`src/rtl/pfp_pkg.sv`:
```
package pfp_pkg;

    localparam int CH_W     = 8;
    localparam int WORD_W   = 4 * CH_W;
    localparam int MODE_W   = 3;
    localparam int SWAP_POS = 21;
    localparam int INV_POS  = 20;

    typedef enum logic [MODE_W-1:0] {
        FMT_ARGB8888 = 3'd0,
        FMT_RGB888   = 3'd1,
        FMT_RGB565   = 3'd2,
        FMT_ARGB1555 = 3'd3,
        FMT_ARGB4444 = 3'd4
    } fmt_e;

    typedef struct packed {
        logic [CH_W-1:0] a;
        logic [CH_W-1:0] r;
        logic [CH_W-1:0] g;
        logic [CH_W-1:0] b;
    } argb_t;

    typedef struct packed {
        logic              swap;
        logic              inv;
        logic [MODE_W-1:0] mode;
    } cfg_t;

    typedef struct packed {
        logic              err;
        logic [WORD_W-1:0] word;
    } packed_t;

    function automatic argb_t adjust_px(argb_t p, logic swap, logic inv);
        argb_t q;
        q   = p;
        q.r = swap ? p.b : p.r;
        q.b = swap ? p.r : p.b;
        q.a = inv ? ~p.a : p.a;
        return q;
    endfunction

    function automatic logic [WORD_W-1:0] ctrl_word(cfg_t c);
        logic [WORD_W-1:0] w;
        w = '0;
        w[MODE_W-1:0] = c.mode;
        w[SWAP_POS]   = c.swap;
        w[INV_POS]    = c.inv;
        return w;
    endfunction

endpackage

```
`src/rtl/pfp_cfg_regs.sv`:
```
module pfp_cfg_regs
    import pfp_pkg::*;
#(
    parameter logic [WORD_W-1:0] RST_COLOR = '0,
    parameter logic [MODE_W-1:0] RST_MODE  = '0
) (
    input  logic              clk,
    input  logic              rst,
    input  logic              we,
    input  logic              addr,
    input  logic [WORD_W-1:0] wdata,
    input  logic              start,
    input  logic              done,
    output logic              busy,
    output cfg_t              cfg,
    output logic [WORD_W-1:0] rdata
);

    cfg_t              cfg_q;
    logic [WORD_W-1:0] color_q;
    logic              busy_q;
    logic              wr_ok;

    assign wr_ok = we && !busy_q;

    always_ff @(posedge clk) begin
        if (rst) begin
            cfg_q   <= '{swap: 1'b0, inv: 1'b0, mode: RST_MODE};
            color_q <= RST_COLOR;
            busy_q  <= 1'b0;
        end else begin
            if (wr_ok && !addr) begin
                cfg_q.mode <= wdata[MODE_W-1:0];
                cfg_q.swap <= wdata[SWAP_POS];
                cfg_q.inv  <= wdata[INV_POS];
            end
            if (wr_ok && addr) begin
                color_q <= wdata;
            end
            if (done) begin
                busy_q <= 1'b0;
            end else if (start) begin
                busy_q <= 1'b1;
            end
        end
    end

    assign busy  = busy_q;
    assign cfg   = cfg_q;
    assign rdata = addr ? color_q : ctrl_word(cfg_q);

    p_lock_r9: assert property (@(posedge clk) disable iff (rst)
        busy_q && we |=> $stable(cfg_q) && $stable(color_q));

    p_start_r11: assert property (@(posedge clk) disable iff (rst)
        start && !done |=> busy_q);

    p_done_r11: assert property (@(posedge clk) disable iff (rst)
        done |=> !busy_q);

    p_reserved_r10: assert property (@(posedge clk) disable iff (rst)
        !addr |-> (rdata & ~((32'h1 << SWAP_POS) | (32'h1 << INV_POS) | 32'h7)) == '0);

endmodule

```
`src/rtl/pfp_format.sv`:
```
module pfp_format
    import pfp_pkg::*;
(
    input  argb_t   px,
    input  cfg_t    cfg,
    output packed_t res
);

    argb_t q;

    always_comb begin
        q        = adjust_px(px, cfg.swap, cfg.inv);
        res.err  = 1'b0;
        res.word = '0;
        case (cfg.mode)
            FMT_ARGB8888: res.word = {q.a, q.r, q.g, q.b};
            FMT_RGB888:   res.word = {{CH_W{1'b0}}, q.r, q.g, q.b};
            FMT_RGB565:   res.word = {16'h0, q.r[CH_W-1 -: 5], q.g[CH_W-1 -: 6],
                                      q.b[CH_W-1 -: 5]};
            FMT_ARGB1555: res.word = {16'h0, q.a[CH_W-1], q.r[CH_W-1 -: 5],
                                      q.g[CH_W-1 -: 5], q.b[CH_W-1 -: 5]};
            FMT_ARGB4444: res.word = {16'h0, q.a[CH_W-1 -: 4], q.r[CH_W-1 -: 4],
                                      q.g[CH_W-1 -: 4], q.b[CH_W-1 -: 4]};
            default:      res.err  = 1'b1;
        endcase
    end

endmodule

```
`src/rtl/pfp_stage.sv`:
```
module pfp_stage #(
    parameter int W = 33
) (
    input  logic         clk,
    input  logic         rst,
    input  logic         in_valid,
    output logic         in_ready,
    input  logic [W-1:0] in_data,
    output logic         out_valid,
    input  logic         out_ready,
    output logic [W-1:0] out_data
);

    logic         vld_q;
    logic [W-1:0] dat_q;

    assign in_ready = !vld_q || out_ready;

    always_ff @(posedge clk) begin
        if (rst) begin
            vld_q <= 1'b0;
            dat_q <= '0;
        end else if (in_valid && in_ready) begin
            vld_q <= 1'b1;
            dat_q <= in_data;
        end else if (out_ready) begin
            vld_q <= 1'b0;
        end
    end

    assign out_valid = vld_q;
    assign out_data  = dat_q;

    p_hold_r12: assert property (@(posedge clk) disable iff (rst)
        vld_q && !out_ready |=> vld_q && $stable(dat_q));

    p_fill_r12: assert property (@(posedge clk) disable iff (rst)
        in_valid && in_ready |=> vld_q);

    p_drain_r12: assert property (@(posedge clk) disable iff (rst)
        !in_valid && out_ready |=> !vld_q);

endmodule

```
`src/rtl/pixel_out_packer.sv`:
```
module pixel_out_packer
    import pfp_pkg::*;
#(
    parameter logic [31:0] RST_COLOR = '0,
    parameter logic [2:0]  RST_MODE  = '0
) (
    input  logic        clk,
    input  logic        rst,
    input  logic        reg_we,
    input  logic        reg_addr,
    input  logic [31:0] reg_wdata,
    output logic [31:0] reg_rdata,
    input  logic        xfer_start,
    input  logic        xfer_done,
    output logic        busy,
    input  logic        in_valid,
    output logic        in_ready,
    input  logic [31:0] in_pixel,
    output logic        out_valid,
    input  logic        out_ready,
    output logic [31:0] out_word,
    output logic        out_fmt_err
);

    localparam int STG_W = $bits(packed_t);

    cfg_t    cfg;
    packed_t fmt_res;
    packed_t stg_out;

    pfp_cfg_regs #(
        .RST_COLOR(RST_COLOR),
        .RST_MODE (RST_MODE)
    ) u_regs (
        .clk  (clk),
        .rst  (rst),
        .we   (reg_we),
        .addr (reg_addr),
        .wdata(reg_wdata),
        .start(xfer_start),
        .done (xfer_done),
        .busy (busy),
        .cfg  (cfg),
        .rdata(reg_rdata)
    );

    pfp_format u_fmt (
        .px (argb_t'(in_pixel)),
        .cfg(cfg),
        .res(fmt_res)
    );

    pfp_stage #(.W(STG_W)) u_stage (
        .clk      (clk),
        .rst      (rst),
        .in_valid (in_valid),
        .in_ready (in_ready),
        .in_data  (fmt_res),
        .out_valid(out_valid),
        .out_ready(out_ready),
        .out_data (stg_out)
    );

    assign out_word    = stg_out.word;
    assign out_fmt_err = stg_out.err;

    p_undef_r8: assert property (@(posedge clk) disable iff (rst)
        in_valid && in_ready && (cfg.mode > 3'd4) |=> out_fmt_err && (out_word == '0));

    p_plain_r1: assert property (@(posedge clk) disable iff (rst)
        in_valid && in_ready && cfg == '0 |=> out_word == $past(in_pixel) && !out_fmt_err);

    p_narrow_r3: assert property (@(posedge clk) disable iff (rst)
        in_valid && in_ready && (cfg.mode >= 3'd2) |=> out_word[31:16] == '0);

endmodule

```
`config.mk`:
```
export PLATFORM = sky130hd
export DESIGN_NAME = pixel_out_packer
export DESIGN_NICKNAME = d
export VERILOG_FILES = /design/src/rtl/pfp_pkg.sv /design/src/rtl/pfp_cfg_regs.sv /design/src/rtl/pfp_format.sv /design/src/rtl/pfp_stage.sv /design/src/rtl/pixel_out_packer.sv
export SDC_FILE = /design/constraint.sdc
export NUM_CORES = 1
export LEC_CHECK = 0
export BUFFER_PORTS_ARGS = -buffer_cell sky130_fd_sc_hd__buf_2
export CORE_UTILIZATION = 35
export CTS_BUF_LIST = sky130_fd_sc_hd__clkbuf_16
export DETAILED_ROUTE_END_ITERATION = 6
export PLACE_DENSITY = 0.72
export SYNTH_ARGS = -nofsm -noshare
export SYNTH_HDL_FRONTEND = slang
export SYNTH_SLANG_ARGS = --single-unit
```
`constraint.sdc`:
```
create_clock -name clk -period 1.8 [get_ports clk]
set_input_delay 0.18 -clock clk [delete_from_list [all_inputs] [get_ports clk]]
set_output_delay 0.18 -clock clk [all_outputs]
set_load 0.005 [all_outputs]
```
==> qor.csv, run 1 <==
stage;metric;value;unit
run_status;status;completed;
timing;period_minus_slack;1650;ps
global_route;grt_max_degree;40;
global_route;grt_pass1_wl;15900;um
final_layout;mostFrequentLayoutCells;139 x buf_2, 90 x nand2_1, 72 x dfxtp_1, 47 x a21oi_1, 37 x nor2_1;
critical_path;end_kind;flop;
routing;post_drt_wl_per_cell;15.0;um
place;portBuffers;139;
clock_network;root_buffer;clkbuf_16;
clock_network;clk-insertion-delay-late;330;ps
hold_path;min_to;u_regs.color_q[10]$_SDFFE_PP0P_;
final_layout;syn2layout_area_growth;31.1;%
yosys;ys_types;50;
final_layout;nets;626;
floorplanning;start_util;36.1;%
timing;worstMarginPinSlew;526;ps
clock_network;tritoncts;built;
final_layout;final_util;47.4;%
routing;drt-vias-per-instance;5.10;
clock_network;clkTransAtPathRegs;60;ps
yosys;netlist_area;3550;um^2
yosys;avgSynthCellArea;8.47;um^2
global_route;grt_pass1_vias;3190;
yosys;syn-num-nets;491;
hold_path;holdPathStages;3;
timing;fin_ws;148;ps
timing;finalHoldViolCount;0;
timing;setup_violations;0;
power;p_per_area;867;nW/um^2
clock_network;clockBufferDepth;2;
timing;min_period_over_period;91.8;%
final_layout;layout_commonest_cell;buf_2;
clock_network;htree_levels;3;
timing;setup-tns-final;0;ps
critical_path;cp.required;2070;ps
yosys;synth_edf_count;0;
place;gp_congestion;0.910;
final_layout;seq_area;1440;um^2
floorplanning;dieHeight;103;um
yosys;ys_async_sr_fraction;0;%
timing;skew;8.69;ps
global_route;grt_antenna_before_repair;0;
critical_path;path_max_fanout;12;
critical_path;worstReg2RegEnd;u_stage.out_data[11]$_SDFFE_PP0P_;
critical_path;r2r_setup_slack;150;ps
clock_network;cts_buffers;9;
run;maxCapViolations;0;
timing;drv_slew;0;
final_layout;multi_input_area;1870;um^2
critical_path;worstSetupPathType;flop to flop;
final_layout;drive_gt1_share;35.1;%
critical_path;critPathLaunchType;flop;
routing;dr.first_iter.drc_count;117;
clock_network;clock-sinks;72;
place;place_area;4360;um^2
power;leakage;2.09;nW
power;power;4.04;mW
final_layout;n_antenna_cell;0;
final_layout;stdcell_count;692;
floorplanning;die_w;103;um
routing;first_pass_iters;4;
final_layout;fillCellCount;1022;
place;placed_cells;674;
timing;whs;79.5;ps
yosys;synth-seq-cells;72;
timing;max_freq;605;MHz
place;dp_hpwl;7760;um
floorplanning;ioPinCount;140;
place;place_ws;188;ps
routing;num_vias;3528;
routing;ant_nets;0;
critical_path;cp.arrival;1920;ps
global_route;grtUsageTotal;19.8;%
critical_path;r2r_cells;5;
yosys;synth_flop_cell;dfxtp_1;
yosys;synthCells;419;
power;vdd_drop_max;0.478;mV
global_route;overflow;0;
hold_path;holdCritStartpoint;reg_wdata[10];
yosys;yosys_warnings;0;
critical_path;r2r_start;u_stage.out_valid$_SDFFE_PP0P_;
timing;rsz0062_at_grt;false;
routing;routed_wl;10400;um
timing;maxSlewHeadroom;64.7;%
yosys;yosysSeqAreaShare;40.6;%
floorplanning;core_area;9820;um^2
final_layout;design_area;4650;um^2
hold_path;holdCritPathClass;primary input to flop;
floorplanning;die-area;10500;um^2
routing;route.detailed.drc;0;
floorplanning;placementRows;36;
## where the power goes
| part | internal [mW] | switching [mW] | total (mW) |
|---|---|---|---|
| Sequential | 1.69 | 0.0572 | 1.75 |
| Combinational | 0.301 | 0.337 | 0.638 |
| Clock | 0.932 | 0.717 | 1.65 |
| Total | 2.92 | 1.11 | 4.04 |
## worst max-delay path by stage
| stage | depth (start not counted) | from | endpoint | slack (ps) |
|---|---|---|---|---|
| after floorplan | 5 | u_regs.cfg[4]$_SDFFE_PP0P_ | u_stage.out_data[11]$_SDFFE_PP0P_ | 300 |
| after CTS | 4 | u_regs.cfg[1]$_SDFFE_PP0P_ | reg_rdata[1] | 90 |
| after detailed placement | 5 | u_regs.cfg[4]$_SDFFE_PP0P_ | u_stage.out_data[13]$_SDFFE_PP0P_ | 190 |
| after global routing | 5 | u_stage.out_valid$_SDFFE_PP0P_ | u_stage.out_data[12]$_SDFFE_PP0P_ | 20 |
| final | 5 | u_stage.out_valid$_SDFFE_PP0P_ | u_stage.out_data[11]$_SDFFE_PP0P_ | 150 |
| after global placement | 5 | u_regs.cfg[4]$_SDFFE_PP0P_ | u_stage.out_data[12]$_SDFFE_PP0P_ | 190 |
## worst max-delay path: stages (launching register included)
cell,delay [ps]
dfxtp_1,300
nor2b_2,160
inv_2,110
nand2_1,250
nor3_2,530
a32o_1,240
## registers in the layout (all words and copies together) (netlist names)
name,cells
u_regs.color_q,32
u_regs.busy,1
u_stage.out_valid,1
u_regs.cfg,5
u_stage.out_data,33
## cell type report
type                            count  area share, %
Clock inverter                      7           1.05
Sequential cell                    72           31.0
Inverter                            4          0.403
Tap cell                          133           3.58
Clock buffer                        9           4.84
Timing Repair Buffer              158           18.9
Multi-Input combinational cell    309           40.3
## routing by layer
layer  routed length (um)  up-vias  GRT usage, %
li1                     -     1713             -
met1                 4350     1630          24.0
met2                 4880      162          32.8
met3                  916       23          6.10
met4                  244        0          7.47
met5                    0        -             0
## logic make-up after synthesis
kind of cell / Yosys count / synth area share, %
and+or+nand+nor: 181 / 23.7
AOI/OAI and AO/OA: 90 / 16.5
buffers and inverters: 38 / 6.56
xor gates and xnor gates: 8 / 1.98
muxes: 30 / 10.7
DFF: 72 / 40.6
## what timing repair did
action | in CTS | in global routing
setup endpoints to repair | 0 | 1
hold buffers | 1 | 0
hold endpoints to repair | 1 | 0
resized for setup | 0 | 1
setup buffers | 0 | 1
## synth_stat cells (all sizes together), types with 4 or more instances
| library cell | n | area (um^2) |
|---|---|---|
| nor2 | 37 | 139 |
| nor2b | 4 | 27.5 |
| mux2 | 10 | 116 |
| xor2 | 8 | 70.1 |
| dfxtp | 72 | 1440 |
| a32o | 4 | 40.0 |
| a21oi | 47 | 235 |
| or3 | 4 | 25.0 |
| o21ai | 6 | 30.0 |
| a211oi | 7 | 57.6 |
| nand3 | 5 | 25.0 |
| a22oi | 8 | 60.1 |
| a221o | 6 | 60.1 |
| clkbuf | 18 | 108 |
| buf | 16 | 110 |
| inv | 4 | 15.0 |
| mux4 | 5 | 113 |
| and2 | 27 | 169 |
| mux2i | 15 | 150 |
| nand2 | 90 | 338 |
Note: power is estimated with default switching activity, not from simulation.
==> run 2, diff against run 1 <==
CTS_BUF_LIST = sky130_fd_sc_hd__clkbuf_4   (was sky130_fd_sc_hd__clkbuf_16)
TNS_END_PERCENT = 30   (was unset)
==> qor.csv, run 2 (same netlist as run 1, synthesis figures left out) <==
stage;metric;value;unit
timing;setup-tns-final;0;ps
clock_network;clkTransAtPathRegs;130;ps
place;place_area;4360;um^2
timing;setup_violations;0;
critical_path;worstReg2RegEnd;u_stage.out_data[7]$_SDFFE_PP0P_;
critical_path;path_max_fanout;12;
critical_path;slowest_stage;nand2_1;
critical_path;r2r_start;u_stage.out_valid$_SDFFE_PP0P_;
clock_network;clock-sinks;72;
critical_path;cp.required;2110;ps
place;placed_cells;674;
routing;dr.first_iter.drc_count;116;
hold_path;min_to;u_stage.out_data[6]$_SDFFE_PP0P_;
final_layout;layout_commonest_cell;buf_2;
floorplanning;core_area;9820;um^2
critical_path;r2r_setup_slack;180;ps
final_layout;nets;659;
global_route;grt_pass1_vias;3449;
power;power;3.37;mW
timing;finalHoldViolCount;0;
floorplanning;start_util;36.1;%
critical_path;critPathLaunchType;flop;
global_route;grt_antenna_before_repair;0;
global_route;grt_max_degree;40;
critical_path;cp.arrival;1940;ps
final_layout;n_antenna_cell;0;
floorplanning;die_w;103;um
global_route;grtUsageTotal;21.0;%
run;maxCapViolations;0;
timing;drv_slew;0;
critical_path;r2r_cells;6;
critical_path;crit_family;simple AND/OR/NAND/NOR gates;
floorplanning;ioPinCount;140;
final_layout;stdcell_count;725;
routing;ant_nets;0;
power;leakage;2.17;nW
timing;min_period_over_period;90.2;%
final_layout;largest_reg_flops;33;
clock_network;clk-insertion-delay-late;420;ps
critical_path;path_buf_inv;2;
floorplanning;placementRows;36;
place;gp_congestion;0.910;
routing;drt-vias-per-instance;5.08;
timing;rsz0062_at_grt;false;
hold_path;holdPathStages;2;
routing;first_pass_iters;4;
final_layout;final_util;49.3;%
final_layout;syn2layout_area_growth;36.4;%
hold_path;holdCritStartpoint;in_pixel[14];
timing;skew;16.0;ps
clock_network;tritoncts;built;
final_layout;mostFrequentLayoutCells;139 x buf_2, 90 x nand2_1, 70 x dfxtp_1, 47 x a21oi_1, 37 x nor2_1;
clock_network;cts_buffers;9;
routing;route.detailed.drc;0;
final_layout;design_area;4840;um^2
clock_network;htree_levels;3;
critical_path;end_kind;flop;
floorplanning;die-area;10500;um^2
clock_network;clockBufferDepth;2;
timing;worstMarginPinSlew;421;ps
routing;num_vias;3680;
power;p_per_area;697;nW/um^2
floorplanning;dieHeight;103;um
critical_path;cp_slowest_stage_delay;350;ps
global_route;overflow;0;
critical_path;cp_cell_sequence;nor2b_2 -> inv_2 -> nand2_1 -> nor3b_1 -> buf_4 -> a221o_1;
place;portBuffers;139;
run_status;status;completed;
timing;maxSlewHeadroom;71.2;%
critical_path;worstSetupPathType;flop to flop;
final_layout;drive_gt1_share;33.6;%
timing;max_freq;616;MHz
global_route;grt_pass1_wl;16900;um
timing;period_minus_slack;1620;ps
routing;post_drt_wl_per_cell;15.2;um
place;dp_hpwl;7760;um
hold_path;holdCritPathClass;primary input to flop;
routing;routed_wl;11000;um
power;vdd_drop_max;0.326;mV
clock_network;root_buffer;clkbuf_4;
-- run 2: worst register-to-register path, cell delays in order (launching register included) --
cell and delay, ps:
dfxtp_1 340, nor2b_2 180, inv_2 90, nand2_1 350, nor3b_1 100, buf_4 170
a221o_1 290
-- run 2: routing by layer --
| layer | vias to the layer above | wire length, um | track usage, % |
|---|---|---|---|
| li1 | 1777 | - | - |
| met3 | 18 | 786 | 5.08 |
| met1 | 1718 | 4550 | 24.8 |
| met2 | 167 | 5470 | 37.0 |
| met5 | - | 0 | 0 |
| met4 | 0 | 231 | 7.69 |
-- run 2: through the flow --
step	worst slack, ps	hold slack (ps)
after floorplan	303	259
after CTS	65.3	1.43
final	176	46.2
after global placement	192	352
after global routing	58.4	42.8
after detailed placement	188	351
-- run 2: how the worst max path moves through the flow --
stage / end / cells after the start / slack [ps] / from
2_1_floorplan: u_stage.out_data[11]$_SDFFE_PP0P_ / 5 / 300 / u_regs.cfg[4]$_SDFFE_PP0P_
3_3_place_gp: u_stage.out_data[12]$_SDFFE_PP0P_ / 5 / 190 / u_regs.cfg[4]$_SDFFE_PP0P_
3_5_place_dp: u_stage.out_data[13]$_SDFFE_PP0P_ / 5 / 190 / u_regs.cfg[4]$_SDFFE_PP0P_
4_1_cts: reg_rdata[2] / 3 / 70 / u_regs.cfg[2]$_SDFFE_PP0P_
5_1_grt: u_stage.out_data[4]$_SDFFE_PP0P_ / 6 / 60 / u_stage.out_valid$_SDFFE_PP0P_
6_report: u_stage.out_data[7]$_SDFFE_PP0P_ / 6 / 180 / u_stage.out_valid$_SDFFE_PP0P_
-- run 2: cell type report --
type / instances / area, um^2
tap: 133 / 166
clock inverter: 6 / 45.0
clock buffer: 10 / 75.1
fill: 989 / 4980
sequential: 72 / 1440
inverter: 4 / 18.8
multi-input combinational: 309 / 1880
timing repair buffer: 191 / 1210
-- run 2: timing repair --
action,4_1_cts,5_1_grt
hold buffers,33,1
endpoints found under the hold margin,34,1
gates resized for setup,1,3
cloned,0,0
endpoints found under the setup margin,1,4
buffers inserted,1,0
-- run 2: report_power, final --
group | internal [mW] | switching [mW] | total (mW)
Clock | 0.304 | 0.620 | 0.924
Sequential | 1.69 | 0.0579 | 1.75
Combinational | 0.349 | 0.352 | 0.700
Total | 2.34 | 1.03 | 3.37
==> run 3, diff against run 2 <==
--- a/config.mk
+++ b/config.mk
@@ -7,4 +7,5 @@
 export LEC_CHECK = 0
 export BUFFER_PORTS_ARGS = -buffer_cell sky130_fd_sc_hd__buf_2
+export CORE_MARGIN = 2
 export CORE_UTILIZATION = 35
 export CTS_BUF_LIST = sky130_fd_sc_hd__clkbuf_4
==> constraint.sdc (replaced) <==
create_clock -name clk -period 1.8 [get_ports clk]
set_input_delay 0.18 -clock clk [delete_from_list [all_inputs] [get_ports clk]]
set_output_delay 0.18 -clock clk [all_outputs]
set_load 0.05 [all_outputs]
==> qor.csv, run 3 (same netlist as run 1, synthesis figures left out) <==
stage;metric;value;unit
run_status;status;completed;
floorplanning;die-area;11000;um^2
critical_path;worstSetupPathType;flop to primary output;
final_layout;nets;662;
global_route;grt_pass1_wl;17900;um
critical_path;end_kind;primary output;
timing;setup-tns-final;0;ps
global_route;grt_antenna_before_repair;0;
floorplanning;start_util;36.1;%
final_layout;mostFrequentLayoutCells;139 x buf_2, 90 x nand2_1, 69 x dfxtp_1, 47 x a21oi_1, 37 x nor2_1;
power;leakage;2.20;nW
timing;setup_violations;0;
timing;fin_ws;126;ps
timing;skew;12.1;ps
timing;maxSlewHeadroom;62.6;%
critical_path;cp_slowest_stage_delay;470;ps
routing;drt-vias-per-instance;4.99;
floorplanning;placementRows;36;
routing;ant_nets;0;
final_layout;multi_input_area;1870;um^2
floorplanning;dieHeight;105;um
routing;first_pass_iters;4;
hold_path;holdCritPathClass;primary input to flop;
run;maxCapViolations;0;
global_route;grt_pass1_vias;3691;
final_layout;layout_commonest_cell;buf_2;
clock_network;clk-insertion-delay-late;420;ps
timing;period_minus_slack;1670;ps
final_layout;n_antenna_cell;0;
critical_path;cp_cell_sequence;inv_1 -> o21ai_1 -> buf_2;
critical_path;cp.arrival;1490;ps
place;portBuffers;139;
critical_path;path_max_fanout;11;
clock_network;htree_levels;3;
floorplanning;ioPinCount;140;
critical_path;cp.required;1620;ps
critical_path;critPathLaunchType;flop;
power;vdd_drop_max;0.427;mV
final_layout;fillCellCount;966;
routing;routed_wl;11100;um
routing;post_drt_wl_per_cell;15.3;um
clock_network;cts_buffers;9;
power;power;3.90;mW
global_route;grtUsageTotal;20.1;%
power;p_per_area;800;nW/um^2
clock_network;tritoncts;built;
final_layout;syn2layout_area_growth;37.5;%
final_layout;drive_gt1_share;33.8;%
clock_network;root_buffer;clkbuf_4;
routing;route.detailed.drc;0;
timing;worstMarginPinSlew;558;ps
floorplanning;die_w;105;um
routing;num_vias;3635;
final_layout;largest_reg_flops;33;
clock_network;clkTransAtPathRegs;130;ps
timing;max_freq;597;MHz
clock_network;clockBufferDepth;2;
timing;whs;40.8;ps
timing;drv_slew;0;
critical_path;slowest_stage;dfxtp_2;
timing;min_period_over_period;93.0;%
place;gp_congestion;0.895;
floorplanning;core_area;9820;um^2
routing;dr.first_iter.drc_count;155;
final_layout;final_util;49.7;%
place;dp_hpwl;7870;um
final_layout;seq_area;1450;um^2
global_route;grt_max_degree;40;
place;place_ws;174;ps
global_route;overflow;0;
clock_network;clock-sinks;72;
timing;finalHoldViolCount;0;
timing;rsz0062_at_grt;false;
## run 3: cell types whose count changed in the layout (fill, tap and decap cells not counted), sizes merged
cell         change
dlygate4sd3      +2
bufinv           +2
clkinvlp         -2
buf              +1
clkinv           +1
clkbuf           -1
## run 3: metrics by stage
stage	instances	cell area, um^2
2_1_floorplan	419	3550
3_3_place_gp	675	4340
3_5_place_dp	675	4340
4_1_cts	728	4880
5_1_grt	728	4880
6_report	728	4880
## run 3: what timing repair did
action                                 in CTS  in global routing
setup endpoints to repair                   2                  0
hold buffers                               36                  0
endpoints found under the hold margin      39                  0
setup buffers                               1                  0
resized for setup                           3                  0
## run 3: critical path, delay by kind of cell (launching register included)
family	cells	cell delay, ps
buffers and inverters	2	460
DFF	1	470
AOI/OAI and AO/OA	1	150
## run 3: final timing paths
kind	startpoint	endpoint	slack, ps	cells past startpoint
max	u_regs.cfg[2]$_SDFFE_PP0P_	reg_rdata[2]	130	3
min reg2reg	u_regs.color_q[23]$_SDFFE_PP0P_	u_regs.color_q[23]$_SDFFE_PP0P_	460	2
max reg2reg	u_stage.out_valid$_SDFFE_PP0P_	u_stage.out_data[14]$_SDFFE_PP0P_	160	5
min	in_pixel[14]	u_stage.out_data[6]$_SDFFE_PP0P_	40	2
## run 3: where the power goes
group,internal (mW),switching [mW]
clock network,0.566,0.613
logic,0.349,0.624
registers,1.69,0.0588
## run 3: cell type report
| cell class | instances | area share, % |
|---|---|---|
| clock inverter | 7 | 1.95 |
| clock buffer | 9 | 1.39 |
| multi-input combinational | 309 | 38.4 |
| timing repair buffer | 194 | 24.8 |
| sequential | 72 | 29.6 |
| tap | 133 | 3.41 |
| inverter | 4 | 0.385 |
## run 3: metal layers
metal	part of all wire [%]	vias up	track usage [%]	wire [um]
met1	40	1676	23.6	4460
li1	-	1787	-	-
met2	50	159	34.8	5540
met5	0	-	0	0
met3	8.6	13	7.11	950
met4	1.4	0	5.33	156
